File: src/rtl/tollPkg.sv
package tollPkg;

  typedef enum logic [1:0] {
    ST_IDLE  = 2'd0,
    ST_OWE   = 2'd1,
    ST_PAID  = 2'd2,
    ST_ALARM = 2'd3
  } gateState_t;

  // strobes from control to the credit datapath
  typedef struct packed {
    logic clear;   // zero the credit register
    logic accept;  // add this cycle's coin, saturating
  } creditCtl_t;

endpackage

File: src/rtl/tollCredit.sv
module tollCredit
  import tollPkg::*;
#(
  parameter int TOLL   = 35,
  parameter int COIN_A = 5,
  parameter int COIN_B = 10,
  parameter int COIN_C = 25,
  parameter int CW     = 6
) (
  input  logic          clk,
  input  logic          rst,
  input  creditCtl_t    ctl,
  input  logic [1:0]    coinCode,
  output logic [CW-1:0] credit,
  output logic          willPay
);

  localparam logic [CW:0] TOLL_W  = (CW+1)'(TOLL);
  localparam logic [CW:0] COINA_W = (CW+1)'(COIN_A);
  localparam logic [CW:0] COINB_W = (CW+1)'(COIN_B);
  localparam logic [CW:0] COINC_W = (CW+1)'(COIN_C);

  logic [CW:0]   coinVal;
  logic [CW:0]   sum;
  logic [CW-1:0] satSum;

  always_comb begin
    unique case (coinCode)
      2'b01:   coinVal = COINA_W;
      2'b10:   coinVal = COINB_W;
      2'b11:   coinVal = COINC_W;
      default: coinVal = '0;
    endcase
  end

  assign sum     = {1'b0, credit} + coinVal;
  assign satSum  = (sum >= TOLL_W) ? TOLL_W[CW-1:0] : sum[CW-1:0];
  assign willPay = ctl.accept && (sum >= TOLL_W);

  always_ff @(posedge clk) begin
    if (rst || ctl.clear) credit <= '0;
    else if (ctl.accept)  credit <= satSum;
  end


  credit_bound_chk: assert property (@(posedge clk) disable iff (rst)
    {1'b0, credit} <= TOLL_W);


  clear_zero_chk: assert property (@(posedge clk) disable iff (rst)
    ctl.clear |=> credit == '0);


  null_coin_chk: assert property (@(posedge clk) disable iff (rst)
    (ctl.accept && coinCode == 2'b00 && !ctl.clear) |=> $stable(credit));

endmodule

File: src/rtl/tollFsm.sv
module tollFsm
  import tollPkg::*;
(
  input  logic       clk,
  input  logic       rst,
  input  logic       carHere,
  input  logic       willPay,
  output creditCtl_t ctl,
  output logic       lampRed,
  output logic       lampGreen,
  output logic       lampAlarm
);

  gateState_t state, stateNext;

  always_comb begin
    ctl.clear  = !carHere;
    ctl.accept = carHere && (state != ST_PAID);
  end

  always_comb begin
    stateNext = state;
    unique case (state)
      ST_IDLE, ST_ALARM: if (carHere) stateNext = willPay ? ST_PAID : ST_OWE;
      ST_OWE: begin
        if (!carHere)     stateNext = ST_ALARM;
        else if (willPay) stateNext = ST_PAID;
      end
      ST_PAID: if (!carHere) stateNext = ST_IDLE;
      default: stateNext = ST_IDLE;
    endcase
  end

  always_ff @(posedge clk) begin
    if (rst) state <= ST_IDLE;
    else     state <= stateNext;
  end

  assign lampRed   = (state == ST_OWE) || (state == ST_ALARM);
  assign lampGreen = (state == ST_PAID);
  assign lampAlarm = (state == ST_ALARM);


  lamp_excl_chk: assert property (@(posedge clk) disable iff (rst)
    !(lampRed && lampGreen));


  pay_go_chk: assert property (@(posedge clk) disable iff (rst)
    (state == ST_OWE && carHere && willPay) |=> lampGreen);


  runaway_chk: assert property (@(posedge clk) disable iff (rst)
    (state == ST_OWE && !carHere) |=> (lampAlarm && lampRed));


  leave_paid_chk: assert property (@(posedge clk) disable iff (rst)
    (state == ST_PAID && !carHere) |=> !(lampRed || lampGreen || lampAlarm));

endmodule

File: src/rtl/tollBoothCtrl.sv
module tollBoothCtrl
  import tollPkg::*;
#(
  parameter  int TOLL   = 35,
  parameter  int COIN_A = 5,
  parameter  int COIN_B = 10,
  parameter  int COIN_C = 25,
  localparam int CW     = $clog2(TOLL + 1)
) (
  input  logic          clk,
  input  logic          rst,
  input  logic          carHere,
  input  logic [1:0]    coinCode,
  output logic          lampRed,
  output logic          lampGreen,
  output logic          lampAlarm,
  output logic [CW-1:0] creditLevel
);

  creditCtl_t ctl;
  logic       willPay;

  tollFsm uCtrl (
    .clk       (clk),
    .rst       (rst),
    .carHere   (carHere),
    .willPay   (willPay),
    .ctl       (ctl),
    .lampRed   (lampRed),
    .lampGreen (lampGreen),
    .lampAlarm (lampAlarm)
  );

  tollCredit #(
    .TOLL   (TOLL),
    .COIN_A (COIN_A),
    .COIN_B (COIN_B),
    .COIN_C (COIN_C),
    .CW     (CW)
  ) uCredit (
    .clk      (clk),
    .rst      (rst),
    .ctl      (ctl),
    .coinCode (coinCode),
    .credit   (creditLevel),
    .willPay  (willPay)
  );

endmodule

File: config.mk
export PLATFORM = sky130hd
export DESIGN_NAME = tollBoothCtrl
export DESIGN_NICKNAME = d
export VERILOG_FILES = /design/src/rtl/tollPkg.sv /design/src/rtl/tollCredit.sv /design/src/rtl/tollFsm.sv /design/src/rtl/tollBoothCtrl.sv
export SDC_FILE = /design/constraint.sdc
export NUM_CORES = 1
export LEC_CHECK = 0
export BUFFER_PORTS_ARGS = -buffer_cell sky130_fd_sc_hd__buf_2
export CAP_MARGIN = 20
export CORE_UTILIZATION = 45
export CTS_BUF_LIST = sky130_fd_sc_hd__clkbuf_8
export CTS_CLUSTER_SIZE = 30
export DETAILED_ROUTE_END_ITERATION = 8
export MAX_ROUTING_LAYER = met4
export PLACE_DENSITY = 0.68
export SETUP_SLACK_MARGIN = 0.5
export SYNTH_ARGS = -nofsm -noshare
export SYNTH_HDL_FRONTEND = slang
export SYNTH_SLANG_ARGS = --single-unit
export TNS_END_PERCENT = 20
File: constraint.sdc
create_clock -name clk -period 5.2 [get_ports clk]
set_clock_uncertainty 0.1 [all_clocks]
set_input_delay 1.04 -clock clk [delete_from_list [all_inputs] [get_ports clk]]
set_output_delay 1.04 -clock clk [all_outputs]
set_load 0.02 [all_outputs]
==> results of run 1 <==
-- flip-flops by register name (all words and copies together), names as in the netlist --
name            count
uCtrl.state         2
uCredit.credit      6
-- final cells by class --
type,instances,area (sq um),area share
Timing Repair Buffer,13,65.1,0.0832
Inverter,8,30.0,0.0384
Clock buffer,3,41.3,0.0528
Sequential cell,8,160,0.205
Multi-Input combinational cell,61,467,0.597
Tap cell,15,18.8,0.0240
-- path summary, 6_finish.rpt --
kind | end | startpoint | cells after the start | slack (ns)
setup / recovery | uCtrl.state[1]$_SDFFE_PP0P_ | coinCode[0] | 9 | 2.31
hold / removal | uCredit.credit[2]$_SDFFE_PP0P_ | uCredit.credit[2]$_SDFFE_PP0P_ | 2 | 0.43
setup reg to reg | uCtrl.state[1]$_SDFFE_PP0P_ | uCredit.credit[0]$_SDFFE_PP0P_ | 8 | 2.93
hold reg to reg | uCredit.credit[2]$_SDFFE_PP0P_ | uCredit.credit[2]$_SDFFE_PP0P_ | 2 | 0.43
-- layer usage --
metal  vias up  wire, um  track usage  share of wire
met5         -         0            -              0
met4         0         9       0.0750         0.0068
met3         2        66       0.0833          0.050
met2        12       564        0.302           0.43
met1       260       681        0.225           0.52
li1        307         -            -              -
-- cell families after synthesis --
kind of cell    share of synthesized area
compound gates                      0.252
mux                                0.0490
flops                               0.241
buf+inv                            0.0565
xor+xnor                           0.0396
fa+ha+maj                           0.181
simple gates                        0.181
-- cell usage in the layout, fill, tap and decap left out, types with 2 or more instances in the layout --
| cell | synthesis | final |
|---|---|---|
| a211oi_2 | 2 | 2 |
| dfxtp_1 | 8 | 8 |
| a211oi_1 | 2 | 2 |
| ha_1 | 8 | 8 |
| nor3b_1 | 2 | 2 |
| buf_2 | 0 | 13 |
| nand3_1 | 2 | 2 |
| nor2b_1 | 3 | 3 |
| inv_1 | 8 | 8 |
| nand2b_1 | 2 | 2 |
| o21a_1 | 2 | 2 |
| a21oi_1 | 8 | 8 |
| clkbuf_8 | 0 | 3 |
| nor2_1 | 10 | 10 |
| nor3_1 | 2 | 2 |
| xnor2_1 | 2 | 2 |
-- power by group through the flow --
stage	sequential, mW	combinational [mW]	clock [mW]
3_5_place_dp	0.0738	0.0778	0
4_1_cts	0.0728	0.0783	0.0770
3_3_place_gp	0.0738	0.0776	0
5_1_grt	0.0739	0.0875	0.0792
2_1_floorplan	0.0763	0.0578	0
6_report	0.0728	0.0784	0.0759
-- worst reg2reg max path, delay by kind of cell, from the launching register on --
family          cells  cell delay (ns)
xor+xnor            1             0.12
compound gates      5             0.97
fa+ha+maj           2             0.64
flops               1             0.32
-- per-stage QoR --
| stage | instances | utilization | instance area, sq um |
|---|---|---|---|
| after floorplan | 79 | - | 664 |
| after global placement | 105 | 0.555 | 741 |
| after detailed placement | 105 | 0.555 | 741 |
| after CTS | 108 | 0.586 | 782 |
| after global routing | 108 | 0.586 | 782 |
| final | 108 | 0.586 | 782 |
==> impl_results.html, run 1 <==
<table>
<tr><th>Metric</th><th>Value</th></tr>
<tr><th colspan="2">Run status</th></tr>
<tr><td>Status</td><td>finished clean</td></tr>
<tr><th colspan="2">Timing</th></tr>
<tr><td>Worst relative slew slack</td><td>0.693</td></tr>
<tr><td>Minimum clock period</td><td>2.89 ns</td></tr>
<tr><td>Period Utilization, post-route</td><td>0.556</td></tr>
<tr><td>Number of pins with negative max-slew slack in the final report</td><td>0</td></tr>
<tr><td>Finish-stage setup viols</td><td>0</td></tr>
<tr><td>Hold slack</td><td>0.433 ns</td></tr>
<tr><td>Post-layout worst setup margin</td><td>2.31 ns</td></tr>
<tr><td>Worst-margin pin slew</td><td>0.460 ns</td></tr>
<tr><td>Setup repair after global routing missed its margin</td><td>false</td></tr>
<tr><td>Accumulated negative setup slack</td><td>0 ns</td></tr>
<tr><td>Hold violation count in the final report</td><td>0</td></tr>
<tr><td>Highest clock frequency the design can meet</td><td>0.346 GHz</td></tr>
<tr><th colspan="2">CTS</th></tr>
<tr><td>Hold-fix buffers, CTS</td><td>0</td></tr>
<tr><td>Clock buffer count from CTS</td><td>3</td></tr>
<tr><td>Skew-Pair Late Insertion Delay</td><td>0.23 ns</td></tr>
<tr><td>Worst-case clock buffer depth</td><td>2</td></tr>
<tr><td>Number of levels the H-tree was split into</td><td>1</td></tr>
<tr><td>Clock tree from TritonCTS</td><td>done</td></tr>
<tr><td>Post-CTS Resized</td><td>0</td></tr>
<tr><td>Clock transition at the registers of the reported paths</td><td>0.04 ns</td></tr>
<tr><td>Number of sinks on the clock net</td><td>8</td></tr>
<tr><td>Root buffer cell</td><td>clkbuf_8</td></tr>
<tr><td>Number of post-CTS setup repair buffers</td><td>0</td></tr>
<tr><th colspan="2">Setup path</th></tr>
<tr><td>Most prevalent standard cell on the critical path</td><td>a211oi_2</td></tr>
<tr><td>Slowest cell delay on critical path</td><td>0.43 ns</td></tr>
<tr><td>Top delay family on crit path</td><td>compound AO/OA/AOI/OAI gates</td></tr>
<tr><td>Worst Setup End Kind</td><td>flop</td></tr>
<tr><td>WP buf/inv</td><td>1</td></tr>
<tr><td>Series of cell instances along the critical path</td><td>buf_2 &gt; ha_1 &gt; fa_1 &gt; a21o_1 &gt; a21oi_1 &gt; xnor2_1 &gt; o311a_2 &gt; a211oi_2 &gt; a211oi_2</td></tr>
<tr><td>Cell with the largest stage delay on the worst path</td><td>fa_1</td></tr>
<tr><td>Crit path max fanout</td><td>4</td></tr>
<tr><td>Setup crit start kind</td><td>input port</td></tr>
<tr><td>Crit path required time</td><td>5.21 ns</td></tr>
<tr><td>WP data arrival</td><td>2.90 ns</td></tr>
<tr><td>Worst setup path category</td><td>input port to flop</td></tr>
<tr><th colspan="2">Final layout</th></tr>
<tr><td>Fraction of layout instances using a drive strength above 1</td><td>0.226</td></tr>
<tr><td>Number of nets in the finished design</td><td>109</td></tr>
<tr><td>Fillers</td><td>124</td></tr>
<tr><td>Area grow syn2layout</td><td>17.7%</td></tr>
<tr><td>Number of antenna cells inserted</td><td>0</td></tr>
<tr><th colspan="2">Yosys</th></tr>
<tr><td>Share of synthesized area occupied by flip-flops and latches</td><td>0.241</td></tr>
<tr><td>Biggest area consumer among synthesized cells</td><td>dfxtp_1</td></tr>
<tr><td>Average footprint of a synthesized cell</td><td>8.41 sq um</td></tr>
<tr><td>Flip-flop cell with the highest count after synthesis</td><td>dfxtp_1</td></tr>
<tr><td>FFs w/ async S/R, synth</td><td>0</td></tr>
<tr><td>Cell Area, Synth</td><td>664 sq um</td></tr>
<tr><td>Number of synthesized flops with an enable pin</td><td>0</td></tr>
<tr><td>Synth top area share</td><td>0.241</td></tr>
<tr><td>Commonest cells in the netlist</td><td>10 x nor2_1, 8 x a21oi_1, 8 x dfxtp_1, 8 x ha_1, 8 x inv_1</td></tr>
<tr><td>Yosys Warn Count</td><td>0</td></tr>
<tr><td>Distinct cell type count after synthesis</td><td>31</td></tr>
<tr><td>Syn nets</td><td>93</td></tr>
<tr><td>Post-synthesis sequential element count</td><td>8</td></tr>
<tr><td>Most frequent cell after synthesis</td><td>nor2_1</td></tr>
<tr><td>Cell types with the largest area share after synthesis</td><td>dfxtp_1 24%, ha_1 15%, a21oi_1 6.0%</td></tr>
<tr><td>Synth Instances</td><td>79</td></tr>
<tr><th colspan="2">Floorplan</th></tr>
<tr><td>Die height</td><td>40.4 um</td></tr>
<tr><td>Number of core rows</td><td>13</td></tr>
<tr><td>X dimension of the die</td><td>40.4 um</td></tr>
<tr><td>Placeable core area</td><td>0.00133 sq mm</td></tr>
<tr><td>Total I/O pin count</td><td>14</td></tr>
<tr><td>Initial cell density of the core</td><td>0.498</td></tr>
<tr><td>Die area</td><td>0.00163 sq mm</td></tr>
<tr><th colspan="2">Route</th></tr>
<tr><td>Total DRC errors in the routed layout</td><td>0</td></tr>
<tr><td>Initial detailed-routing violation count</td><td>6</td></tr>
<tr><td>TritonRoute pass-1 iters</td><td>4</td></tr>
<tr><td>Via/cell ratio</td><td>5.38</td></tr>
<tr><td>Routed wire length</td><td>1320 um</td></tr>
<tr><td>Total via count after detailed routing</td><td>581</td></tr>
<tr><td>Wire per inst</td><td>12.2 um</td></tr>
<tr><td>Number of routed nets with antenna violations</td><td>0</td></tr>
<tr><th colspan="2">GRT</th></tr>
<tr><td>Via count of the first global-routing pass</td><td>524</td></tr>
<tr><td>Remaining global-route overflow</td><td>0</td></tr>
<tr><td>Antenna violations before repair</td><td>0</td></tr>
<tr><td>Pin count of the biggest net entering global routing</td><td>15</td></tr>
<tr><td>Total GRT Usage</td><td>0.197</td></tr>
<tr><td>Wire length of the first global-routing pass</td><td>2040 um</td></tr>
<tr><th colspan="2">Power</th></tr>
<tr><td>Worst IR Drop VDD</td><td>0.145 mV</td></tr>
<tr><td>Internal power</td><td>0.150 mW</td></tr>
<tr><td>Final total power</td><td>0.227 mW</td></tr>
<tr><td>Power density cells</td><td>290 mW/mm^2</td></tr>
<tr><td>Portion of total power attributed to combinational logic</td><td>0.345</td></tr>
<tr><td>Clock group share of total power</td><td>0.334</td></tr>
<tr><td>Sequential power share</td><td>0.321</td></tr>
<tr><td>Static power due to leakage</td><td>0.370 nW</td></tr>
<tr><td>Proportion of total power due to net switching</td><td>0.338</td></tr>
<tr><td>Switching power of the nets</td><td>0.0768 mW</td></tr>
<tr><th colspan="2">Worst hold path</th></tr>
<tr><td>Class of the most critical hold timing path</td><td>flop to flop</td></tr>
<tr><th colspan="2">Placement</th></tr>
<tr><td>Weighted congestion reported at the end of routability-driven placement</td><td>0.793</td></tr>
<tr><td>Placement Setup Slack</td><td>2.10 ns</td></tr>
<tr><td>Count of input and output buffers</td><td>13</td></tr>
<tr><td>HPWL Detailed</td><td>1040 um</td></tr>
<tr><th colspan="2">Flow run</th></tr>
<tr><td>Number of max-cap violations</td><td>0</td></tr>
</table>
(Power assumes the default switching activity.)
==> run 2, diff against run 1 <==
--- a/config.mk
+++ b/config.mk
@@ -12,7 +12,7 @@
 export CTS_CLUSTER_SIZE = 30
 export DETAILED_ROUTE_END_ITERATION = 8
 export MAX_ROUTING_LAYER = met4
-export PLACE_DENSITY = 0.68
+export PLACE_DENSITY = 0.7
 export SETUP_SLACK_MARGIN = 0.5
 export SYNTH_ARGS = -nofsm -noshare
 export SYNTH_HDL_FRONTEND = slang
==> constraint.sdc (replaced) <==
create_clock -name clk -period 2.4 [get_ports clk]
set_clock_uncertainty 0.1 [all_clocks]
set_input_delay 0.48 -clock clk [delete_from_list [all_inputs] [get_ports clk]]
set_output_delay 0.48 -clock clk [all_outputs]
set_load 0.02 [all_outputs]
==> impl_results.html, run 2 (synthesized netlist as in run 1, its figures left out) <==
<table>
<tr><th>Metric</th><th>Value</th></tr>
<tr><th colspan="2">Route</th></tr>
<tr><td>Total DRC errors in the routed layout</td><td>0</td></tr>
<tr><td>Via/cell ratio</td><td>5.52</td></tr>
<tr><td>Routed wire length</td><td>1770 um</td></tr>
<tr><td>Number of routed nets with antenna violations</td><td>0</td></tr>
<tr><td>TritonRoute pass-1 iters</td><td>4</td></tr>
<tr><td>Wire per inst</td><td>15.5 um</td></tr>
<tr><td>Total via count after detailed routing</td><td>629</td></tr>
<tr><td>Initial detailed-routing violation count</td><td>16</td></tr>
<tr><th colspan="2">Setup path</th></tr>
<tr><td>Series of cell instances along the critical path</td><td>buf_6 &gt; and2_1 &gt; ha_4 &gt; nand3_1 &gt; o22ai_2 &gt; mux2i_4 &gt; o311a_4 &gt; a211oi_2 &gt; a211oi_2</td></tr>
<tr><td>Crit path required time</td><td>2.45 ns</td></tr>
<tr><td>WP data arrival</td><td>2.18 ns</td></tr>
<tr><td>Most prevalent standard cell on the critical path</td><td>a211oi_2</td></tr>
<tr><td>Cell with the largest stage delay on the worst path</td><td>mux2i_4</td></tr>
<tr><td>Crit path max fanout</td><td>5</td></tr>
<tr><td>Worst setup path category</td><td>input port to flop</td></tr>
<tr><td>Slowest cell delay on critical path</td><td>0.36 ns</td></tr>
<tr><td>Worst Setup End Kind</td><td>flop</td></tr>
<tr><td>WP buf/inv</td><td>1</td></tr>
<tr><td>Setup crit start kind</td><td>input port</td></tr>
<tr><td>Top delay family on crit path</td><td>compound AO/OA/AOI/OAI gates</td></tr>
<tr><th colspan="2">Final layout</th></tr>
<tr><td>Largest registers</td><td>uCredit.credit (6), uCtrl.state (2)</td></tr>
<tr><td>Fillers</td><td>104</td></tr>
<tr><td>Finished Layout Cells</td><td>114</td></tr>
<tr><td>Number of antenna cells inserted</td><td>0</td></tr>
<tr><td>Fraction of layout instances using a drive strength above 1</td><td>0.404</td></tr>
<tr><td>Post-layout utilization of the core</td><td>0.713</td></tr>
<tr><td>Most frequent standard cell in the layout excluding fill and tap cells</td><td>buf_2</td></tr>
<tr><td>Register with the most flip-flops</td><td>uCredit.credit</td></tr>
<tr><td>Number of nets in the finished design</td><td>115</td></tr>
<tr><td>Leading cell types in the layout, fill and taps excluded</td><td>11 x buf_2, 10 x nor2_1, 8 x inv_1, 7 x dfxtp_1</td></tr>
<tr><td>Area grow syn2layout</td><td>43.1%</td></tr>
<tr><td>Number of flip-flops under the largest register name</td><td>6</td></tr>
<tr><th colspan="2">Floorplan</th></tr>
<tr><td>Initial cell density of the core</td><td>0.498</td></tr>
<tr><td>Die height</td><td>40.4 um</td></tr>
<tr><td>Die area</td><td>0.00163 sq mm</td></tr>
<tr><td>Number of core rows</td><td>13</td></tr>
<tr><td>Total I/O pin count</td><td>14</td></tr>
<tr><td>X dimension of the die</td><td>40.4 um</td></tr>
<tr><td>Placeable core area</td><td>0.00133 sq mm</td></tr>
<tr><th colspan="2">Placement</th></tr>
<tr><td>Count of input and output buffers</td><td>13</td></tr>
<tr><td>Placement Setup Slack</td><td>-0.0849 ns</td></tr>
<tr><td>Cells after DPL</td><td>109</td></tr>
<tr><td>Weighted congestion reported at the end of routability-driven placement</td><td>0.811</td></tr>
<tr><td>HPWL Detailed</td><td>1170 um</td></tr>
<tr><th colspan="2">GRT</th></tr>
<tr><td>Remaining global-route overflow</td><td>0</td></tr>
<tr><td>Via count of the first global-routing pass</td><td>574</td></tr>
<tr><td>Antenna violations before repair</td><td>0</td></tr>
<tr><td>Wire length of the first global-routing pass</td><td>2500 um</td></tr>
<tr><td>Total GRT Usage</td><td>0.247</td></tr>
<tr><td>Pin count of the biggest net entering global routing</td><td>15</td></tr>
<tr><th colspan="2">Power</th></tr>
<tr><td>Worst IR Drop VDD</td><td>0.437 mV</td></tr>
<tr><td>Final total power</td><td>0.548 mW</td></tr>
<tr><td>Power density cells</td><td>577 mW/mm^2</td></tr>
<tr><td>Static power due to leakage</td><td>0.423 nW</td></tr>
<tr><th colspan="2">CTS</th></tr>
<tr><td>Worst-case clock buffer depth</td><td>2</td></tr>
<tr><td>Clock buffer count from CTS</td><td>3</td></tr>
<tr><td>Clock transition at the registers of the reported paths</td><td>0.04 ns</td></tr>
<tr><td>Root buffer cell</td><td>clkbuf_8</td></tr>
<tr><td>Clock tree from TritonCTS</td><td>done</td></tr>
<tr><td>Number of sinks on the clock net</td><td>8</td></tr>
<tr><td>Hold-fix buffers, CTS</td><td>0</td></tr>
<tr><td>Skew-Pair Late Insertion Delay</td><td>0.23 ns</td></tr>
<tr><td>Number of levels the H-tree was split into</td><td>1</td></tr>
<tr><th colspan="2">Worst hold path</th></tr>
<tr><td>Class of the most critical hold timing path</td><td>input port to flop</td></tr>
<tr><th colspan="2">Timing</th></tr>
<tr><td>Hold violation count in the final report</td><td>0</td></tr>
<tr><td>Minimum clock period</td><td>2.13 ns</td></tr>
<tr><td>Setup repair after global routing missed its margin</td><td>true</td></tr>
<tr><td>Highest clock frequency the design can meet</td><td>0.470 GHz</td></tr>
<tr><td>Hold slack</td><td>0.349 ns</td></tr>
<tr><td>Worst-margin pin slew</td><td>0.586 ns</td></tr>
<tr><td>Worst relative slew slack</td><td>0.610</td></tr>
<tr><td>Post-layout worst setup margin</td><td>0.273 ns</td></tr>
<tr><td>Finish-stage setup viols</td><td>0</td></tr>
<tr><td>Period Utilization, post-route</td><td>0.886</td></tr>
<tr><td>Number of pins with negative max-slew slack in the final report</td><td>0</td></tr>
<tr><th colspan="2">Flow run</th></tr>
<tr><td>Number of max-cap violations</td><td>0</td></tr>
<tr><th colspan="2">Run status</th></tr>
<tr><td>Status</td><td>finished clean</td></tr>
</table>
## run 2: area by class of cell
type,instances,area (sq um),area share
clock buffers,3,41.3,0.0434
multi-input cells,61,566,0.595
well taps,15,18.8,0.0197
inverters,8,30.0,0.0316
flip-flops and latches,8,161,0.170
repair buffers,19,134,0.141
## run 2: timing repair
item / in CTS / in global routing
setup endpoints to repair: 10 / 10
cloned: 0 / 0
resized for setup: 17 / 6
buffers inserted: 0 / 2
pin swaps: 7 / 7
## run 2: layer usage
layer / GRT usage / part of all wire
met1: 0.248 / 0.42
met2: 0.452 / 0.54
met3: 0.0667 / 0.029
met4: 0.0833 / 0.012
met5: - / 0
## run 2: final timing paths
path                                        from                             end  slack, ns  cells after the start
setup / recovery                     coinCode[1]     uCtrl.state[1]$_SDFFE_PP0P_       0.27                      9
hold / removal                               rst     uCtrl.state[1]$_SDFFE_PP0P_       0.35                      2
setup reg to reg  uCredit.credit[0]$_SDFFE_PP0P_     uCtrl.state[1]$_SDFFE_PP0P_       0.30                      8
hold reg to reg   uCredit.credit[3]$_SDFFE_PP0P_  uCredit.credit[3]$_SDFFE_PP0P_       0.45                      2
## run 2: power breakdown
group | switching, mW | leakage, nW | internal [mW]
Clock | 0.0537 | 0.0216 | 0.109
Combinational | 0.124 | 0.335 | 0.101
Sequential | 0.0142 | 0.0657 | 0.146
## run 2: through the flow
step	cell area, sq um	setup TNS (ns)
floorplan	671	0
global placement	777	-0.104
detailed placement	777	-0.147
CTS	903	0
global route	951	0
finish	951	0
==> run 3, diff against run 2 <==
--- a/config.mk
+++ b/config.mk
@@ -16,5 +16,6 @@
 export SETUP_SLACK_MARGIN = 0.5
 export SYNTH_ARGS = -nofsm -noshare
 export SYNTH_HDL_FRONTEND = slang
+export SYNTH_HIERARCHICAL = 1
 export SYNTH_SLANG_ARGS = --single-unit
 export TNS_END_PERCENT = 20
==> impl_results.html, run 3 <==
<table>
<tr><th>Metric</th><th>Value</th></tr>
<tr><th colspan="2">Floorplan</th></tr>
<tr><td>Initial cell density of the core</td><td>0.483</td></tr>
<tr><td>Placeable core area</td><td>0.00151 sq mm</td></tr>
<tr><td>Die height</td><td>42.2 um</td></tr>
<tr><td>X dimension of the die</td><td>42.2 um</td></tr>
<tr><td>Die area</td><td>0.00178 sq mm</td></tr>
<tr><td>Total I/O pin count</td><td>14</td></tr>
<tr><td>Number of core rows</td><td>14</td></tr>
<tr><th colspan="2">Route</th></tr>
<tr><td>Routed wire length</td><td>2220 um</td></tr>
<tr><td>Via/cell ratio</td><td>5.85</td></tr>
<tr><td>Total DRC errors in the routed layout</td><td>0</td></tr>
<tr><td>Wire per inst</td><td>16.4 um</td></tr>
<tr><td>TritonRoute pass-1 iters</td><td>4</td></tr>
<tr><td>Total via count after detailed routing</td><td>790</td></tr>
<tr><td>Number of routed nets with antenna violations</td><td>0</td></tr>
<tr><td>Initial detailed-routing violation count</td><td>7</td></tr>
<tr><th colspan="2">Yosys</th></tr>
<tr><td>Commonest cells in the netlist</td><td>8 x dfxtp_1, 8 x ha_1, 5 x inv_1, 5 x nor2_1, 5 x o21ai_0</td></tr>
<tr><td>Average footprint of a synthesized cell</td><td>9.46 sq um</td></tr>
<tr><td>Synth Instances</td><td>77</td></tr>
<tr><td>Biggest area consumer among synthesized cells</td><td>dfxtp_1</td></tr>
<tr><td>Number of synthesized flops with an enable pin</td><td>0</td></tr>
<tr><td>FFs w/ async S/R, synth</td><td>0</td></tr>
<tr><td>Distinct cell type count after synthesis</td><td>34</td></tr>
<tr><td>Share of synthesized area occupied by flip-flops and latches</td><td>0.220</td></tr>
<tr><td>Flip-flop cell with the highest count after synthesis</td><td>dfxtp_1</td></tr>
<tr><td>Syn nets</td><td>91</td></tr>
<tr><td>Cell Area, Synth</td><td>728 sq um</td></tr>
<tr><td>Synth top area share</td><td>0.220</td></tr>
<tr><td>Yosys Warn Count</td><td>6</td></tr>
<tr><td>Post-synthesis sequential element count</td><td>8</td></tr>
<tr><td>Cell types with the largest area share after synthesis</td><td>dfxtp_1 22%, ha_1 14%, a2111oi_4 7.6%</td></tr>
<tr><th colspan="2">Power</th></tr>
<tr><td>Static power due to leakage</td><td>0.559 nW</td></tr>
<tr><td>Switching power of the nets</td><td>0.318 mW</td></tr>
<tr><td>Proportion of total power due to net switching</td><td>0.402</td></tr>
<tr><td>Internal power</td><td>0.472 mW</td></tr>
<tr><td>Final total power</td><td>0.790 mW</td></tr>
<tr><td>Sequential power share</td><td>0.237</td></tr>
<tr><td>Worst IR Drop VDD</td><td>0.487 mV</td></tr>
<tr><td>Clock group share of total power</td><td>0.211</td></tr>
<tr><td>Power density cells</td><td>678 mW/mm^2</td></tr>
<tr><td>Portion of total power attributed to combinational logic</td><td>0.552</td></tr>
<tr><th colspan="2">Final layout</th></tr>
<tr><td>Number of antenna cells inserted</td><td>0</td></tr>
<tr><td>Number of nets in the finished design</td><td>135</td></tr>
<tr><td>Area used by multi-input combinational logic</td><td>628 sq um</td></tr>
<tr><td>Combined flip-flop and latch cell area</td><td>161 sq um</td></tr>
<tr><td>Fraction of layout instances using a drive strength above 1</td><td>0.555</td></tr>
<tr><td>Number of flip-flops under the largest register name</td><td>6</td></tr>
<tr><td>Leading cell types in the layout, fill and taps excluded</td><td>27 x buf_4, 11 x buf_2, 7 x dfxtp_1, 6 x ha_1</td></tr>
<tr><td>Most frequent standard cell in the layout excluding fill and tap cells</td><td>buf_4</td></tr>
<tr><td>Area grow syn2layout</td><td>60.0%</td></tr>
<tr><td>Register with the most flip-flops</td><td>uCredit/credit</td></tr>
<tr><td>Fillers</td><td>100</td></tr>
<tr><td>Largest registers</td><td>uCredit/credit (6), uCtrl/state (2)</td></tr>
<tr><th colspan="2">Timing</th></tr>
<tr><td>Highest clock frequency the design can meet</td><td>0.344 GHz</td></tr>
<tr><td>Period Utilization, post-route</td><td>1.21</td></tr>
<tr><td>Setup repair after global routing missed its margin</td><td>true</td></tr>
<tr><td>Finish-stage setup viols</td><td>7</td></tr>
<tr><td>Worst-margin pin slew</td><td>0.305 ns</td></tr>
<tr><td>Worst relative slew slack</td><td>0.795</td></tr>
<tr><td>Hold slack</td><td>0.465 ns</td></tr>
<tr><td>Minimum clock period</td><td>2.91 ns</td></tr>
<tr><td>Number of pins with negative max-slew slack in the final report</td><td>0</td></tr>
<tr><td>Hold violation count in the final report</td><td>0</td></tr>
<tr><td>Post-layout worst setup margin</td><td>-0.507 ns</td></tr>
<tr><th colspan="2">Placement</th></tr>
<tr><td>HPWL Detailed</td><td>1440 um</td></tr>
<tr><td>Weighted congestion reported at the end of routability-driven placement</td><td>0.867</td></tr>
<tr><td>Count of input and output buffers</td><td>13</td></tr>
<tr><th colspan="2">Worst hold path</th></tr>
<tr><td>Class of the most critical hold timing path</td><td>flop to flop</td></tr>
<tr><th colspan="2">GRT</th></tr>
<tr><td>Via count of the first global-routing pass</td><td>813</td></tr>
<tr><td>Met2 GRT Util</td><td>0.471</td></tr>
<tr><td>Met1 GRT Util</td><td>0.303</td></tr>
<tr><td>Routing layer with the top usage in global route</td><td>met2</td></tr>
<tr><td>Total GRT Usage</td><td>0.267</td></tr>
<tr><td>Global-route met3 utilization</td><td>0.0862</td></tr>
<tr><td>Antenna violations before repair</td><td>0</td></tr>
<tr><td>Wire length of the first global-routing pass</td><td>3540 um</td></tr>
<tr><td>Remaining global-route overflow</td><td>0</td></tr>
<tr><td>Pin count of the biggest net entering global routing</td><td>12</td></tr>
<tr><th colspan="2">Setup path</th></tr>
<tr><td>Worst Setup End Kind</td><td>flop</td></tr>
<tr><td>WP data arrival</td><td>2.93 ns</td></tr>
<tr><td>Cell with the largest stage delay on the worst path</td><td>or4b_4</td></tr>
<tr><td>Worst setup path category</td><td>input port to flop</td></tr>
<tr><td>Crit path max fanout</td><td>3</td></tr>
<tr><td>Slowest cell delay on critical path</td><td>0.58 ns</td></tr>
<tr><td>Crit path required time</td><td>2.43 ns</td></tr>
<tr><td>Setup crit start kind</td><td>input port</td></tr>
<tr><td>WP buf/inv</td><td>2</td></tr>
<tr><td>Series of cell instances along the critical path</td><td>buf_8 &gt; ha_4 &gt; fa_2 &gt; buf_4 &gt; xnor2_1 &gt; o21ai_1 &gt; or4b_4 &gt; and2_4 &gt; nand2b_4 &gt; a21o_1 &gt; o21a_1</td></tr>
<tr><td>Top delay family on crit path</td><td>simple AND/OR/NAND/NOR gates</td></tr>
<tr><th colspan="2">CTS</th></tr>
<tr><td>Number of levels the H-tree was split into</td><td>1</td></tr>
<tr><td>Worst-case clock buffer depth</td><td>2</td></tr>
<tr><td>Clock tree from TritonCTS</td><td>done</td></tr>
<tr><td>Number of sinks on the clock net</td><td>8</td></tr>
<tr><td>Clock transition at the registers of the reported paths</td><td>0.05 ns</td></tr>
<tr><td>Root buffer cell</td><td>clkbuf_8</td></tr>
<tr><td>Clock buffer count from CTS</td><td>3</td></tr>
<tr><td>Skew-Pair Late Insertion Delay</td><td>0.23 ns</td></tr>
<tr><th colspan="2">Run status</th></tr>
<tr><td>Failing checks</td><td>setup timing</td></tr>
<tr><td>Status</td><td>finished, violations left</td></tr>
<tr><th colspan="2">Flow run</th></tr>
<tr><td>Number of max-cap violations</td><td>0</td></tr>
</table>
run 3: changes by cell type in the layout (fill, tap and decap cells not counted), moves of 2 or more:
cell	previous run	this run
buf_4	4	27
nor2_1	10	5
a21oi_2	3	0
inv_1	8	5
mux2i_1	1	4
o21ai_0	1	4
a2111oi_4	0	2
a41oi_1	0	2
nand2_1	1	3
nand2b_1	2	0
run 3: cell type report:
class                   count  area share
clock buffers               3      0.0354
flip-flops and latches      8       0.139
multi-input cells          62       0.539
well taps                  16      0.0172
inverters                   5      0.0161
repair buffers             41       0.253
run 3: worst reg2reg max path: stages, from the launching register on:
cell	delay, ns
dfxtp_2	0.33
ha_4	0.16
fa_2	0.40
buf_4	0.16
xnor2_1	0.21
o21ai_1	0.18
or4b_4	0.58
and2_4	0.16
nand2b_4	0.14
a21o_1	0.20
o21a_1	0.16
run 3: cells by family after synthesis:
logic type | Yosys count | share of synthesized area
compound gates | 24 | 0.299
simple gates | 22 | 0.189
fa+ha+maj | 9 | 0.165
flops | 8 | 0.220
buf+inv | 7 | 0.0361
mux | 4 | 0.0550
xor+xnor | 3 | 0.0361
run 3: metal layers:
metal	routed length [um]	vias to the layer above
li1	-	377
met1	933	386
met2	1170	23
met3	84	4
met4	30	0
met5	0	-
run 3: path summary, 6_finish.rpt:
path                                       to  depth (start not counted)                           start  slack [ns]
hold / removal    uCtrl/state[0]$_SDFFE_PP0P_                          1     uCtrl/state[0]$_SDFFE_PP0P_        0.47
setup reg to reg  uCtrl/state[0]$_SDFFE_PP0P_                         10  uCredit/credit[0]$_SDFFE_PP0P_       -0.49
setup / recovery  uCtrl/state[0]$_SDFFE_PP0P_                         11                     coinCode[0]       -0.51
hold reg to reg   uCtrl/state[0]$_SDFFE_PP0P_                          1     uCtrl/state[0]$_SDFFE_PP0P_        0.47
run 3: power by group through the flow:
| stage | sequential (mW) | clock [mW] | combinational (mW) |
|---|---|---|---|
| 3_5_place_dp | 0.188 | 0 | 0.386 |
| 4_1_cts | 0.187 | 0.169 | 0.413 |
| 6_report | 0.187 | 0.167 | 0.436 |
| 5_1_grt | 0.190 | 0.180 | 0.466 |
| 2_1_floorplan | 0.189 | 0 | 0.264 |
| 3_3_place_gp | 0.184 | 0 | 0.376 |
run 3: stage by stage:
step | utilization | TNS [ns] | area [sq um] | cells | setup WS (ns)
floorplan | - | -1.52 | 731 | 77 | -0.602
global placement | 0.641 | -2.65 | 966 | 125 | -0.631
detailed placement | 0.641 | -3.38 | 966 | 125 | -0.720
CTS | 0.733 | -1.37 | 1100 | 134 | -0.454
global route | 0.773 | -1.95 | 1160 | 135 | -0.543
finish | 0.773 | -1.79 | 1160 | 135 | -0.507
run 3: what timing repair did:
item,CTS,global route
resized for setup,13,11
hold buffers,0,0
setup buffers,6,1
pin swaps,12,12
endpoints found under the setup margin,9,9
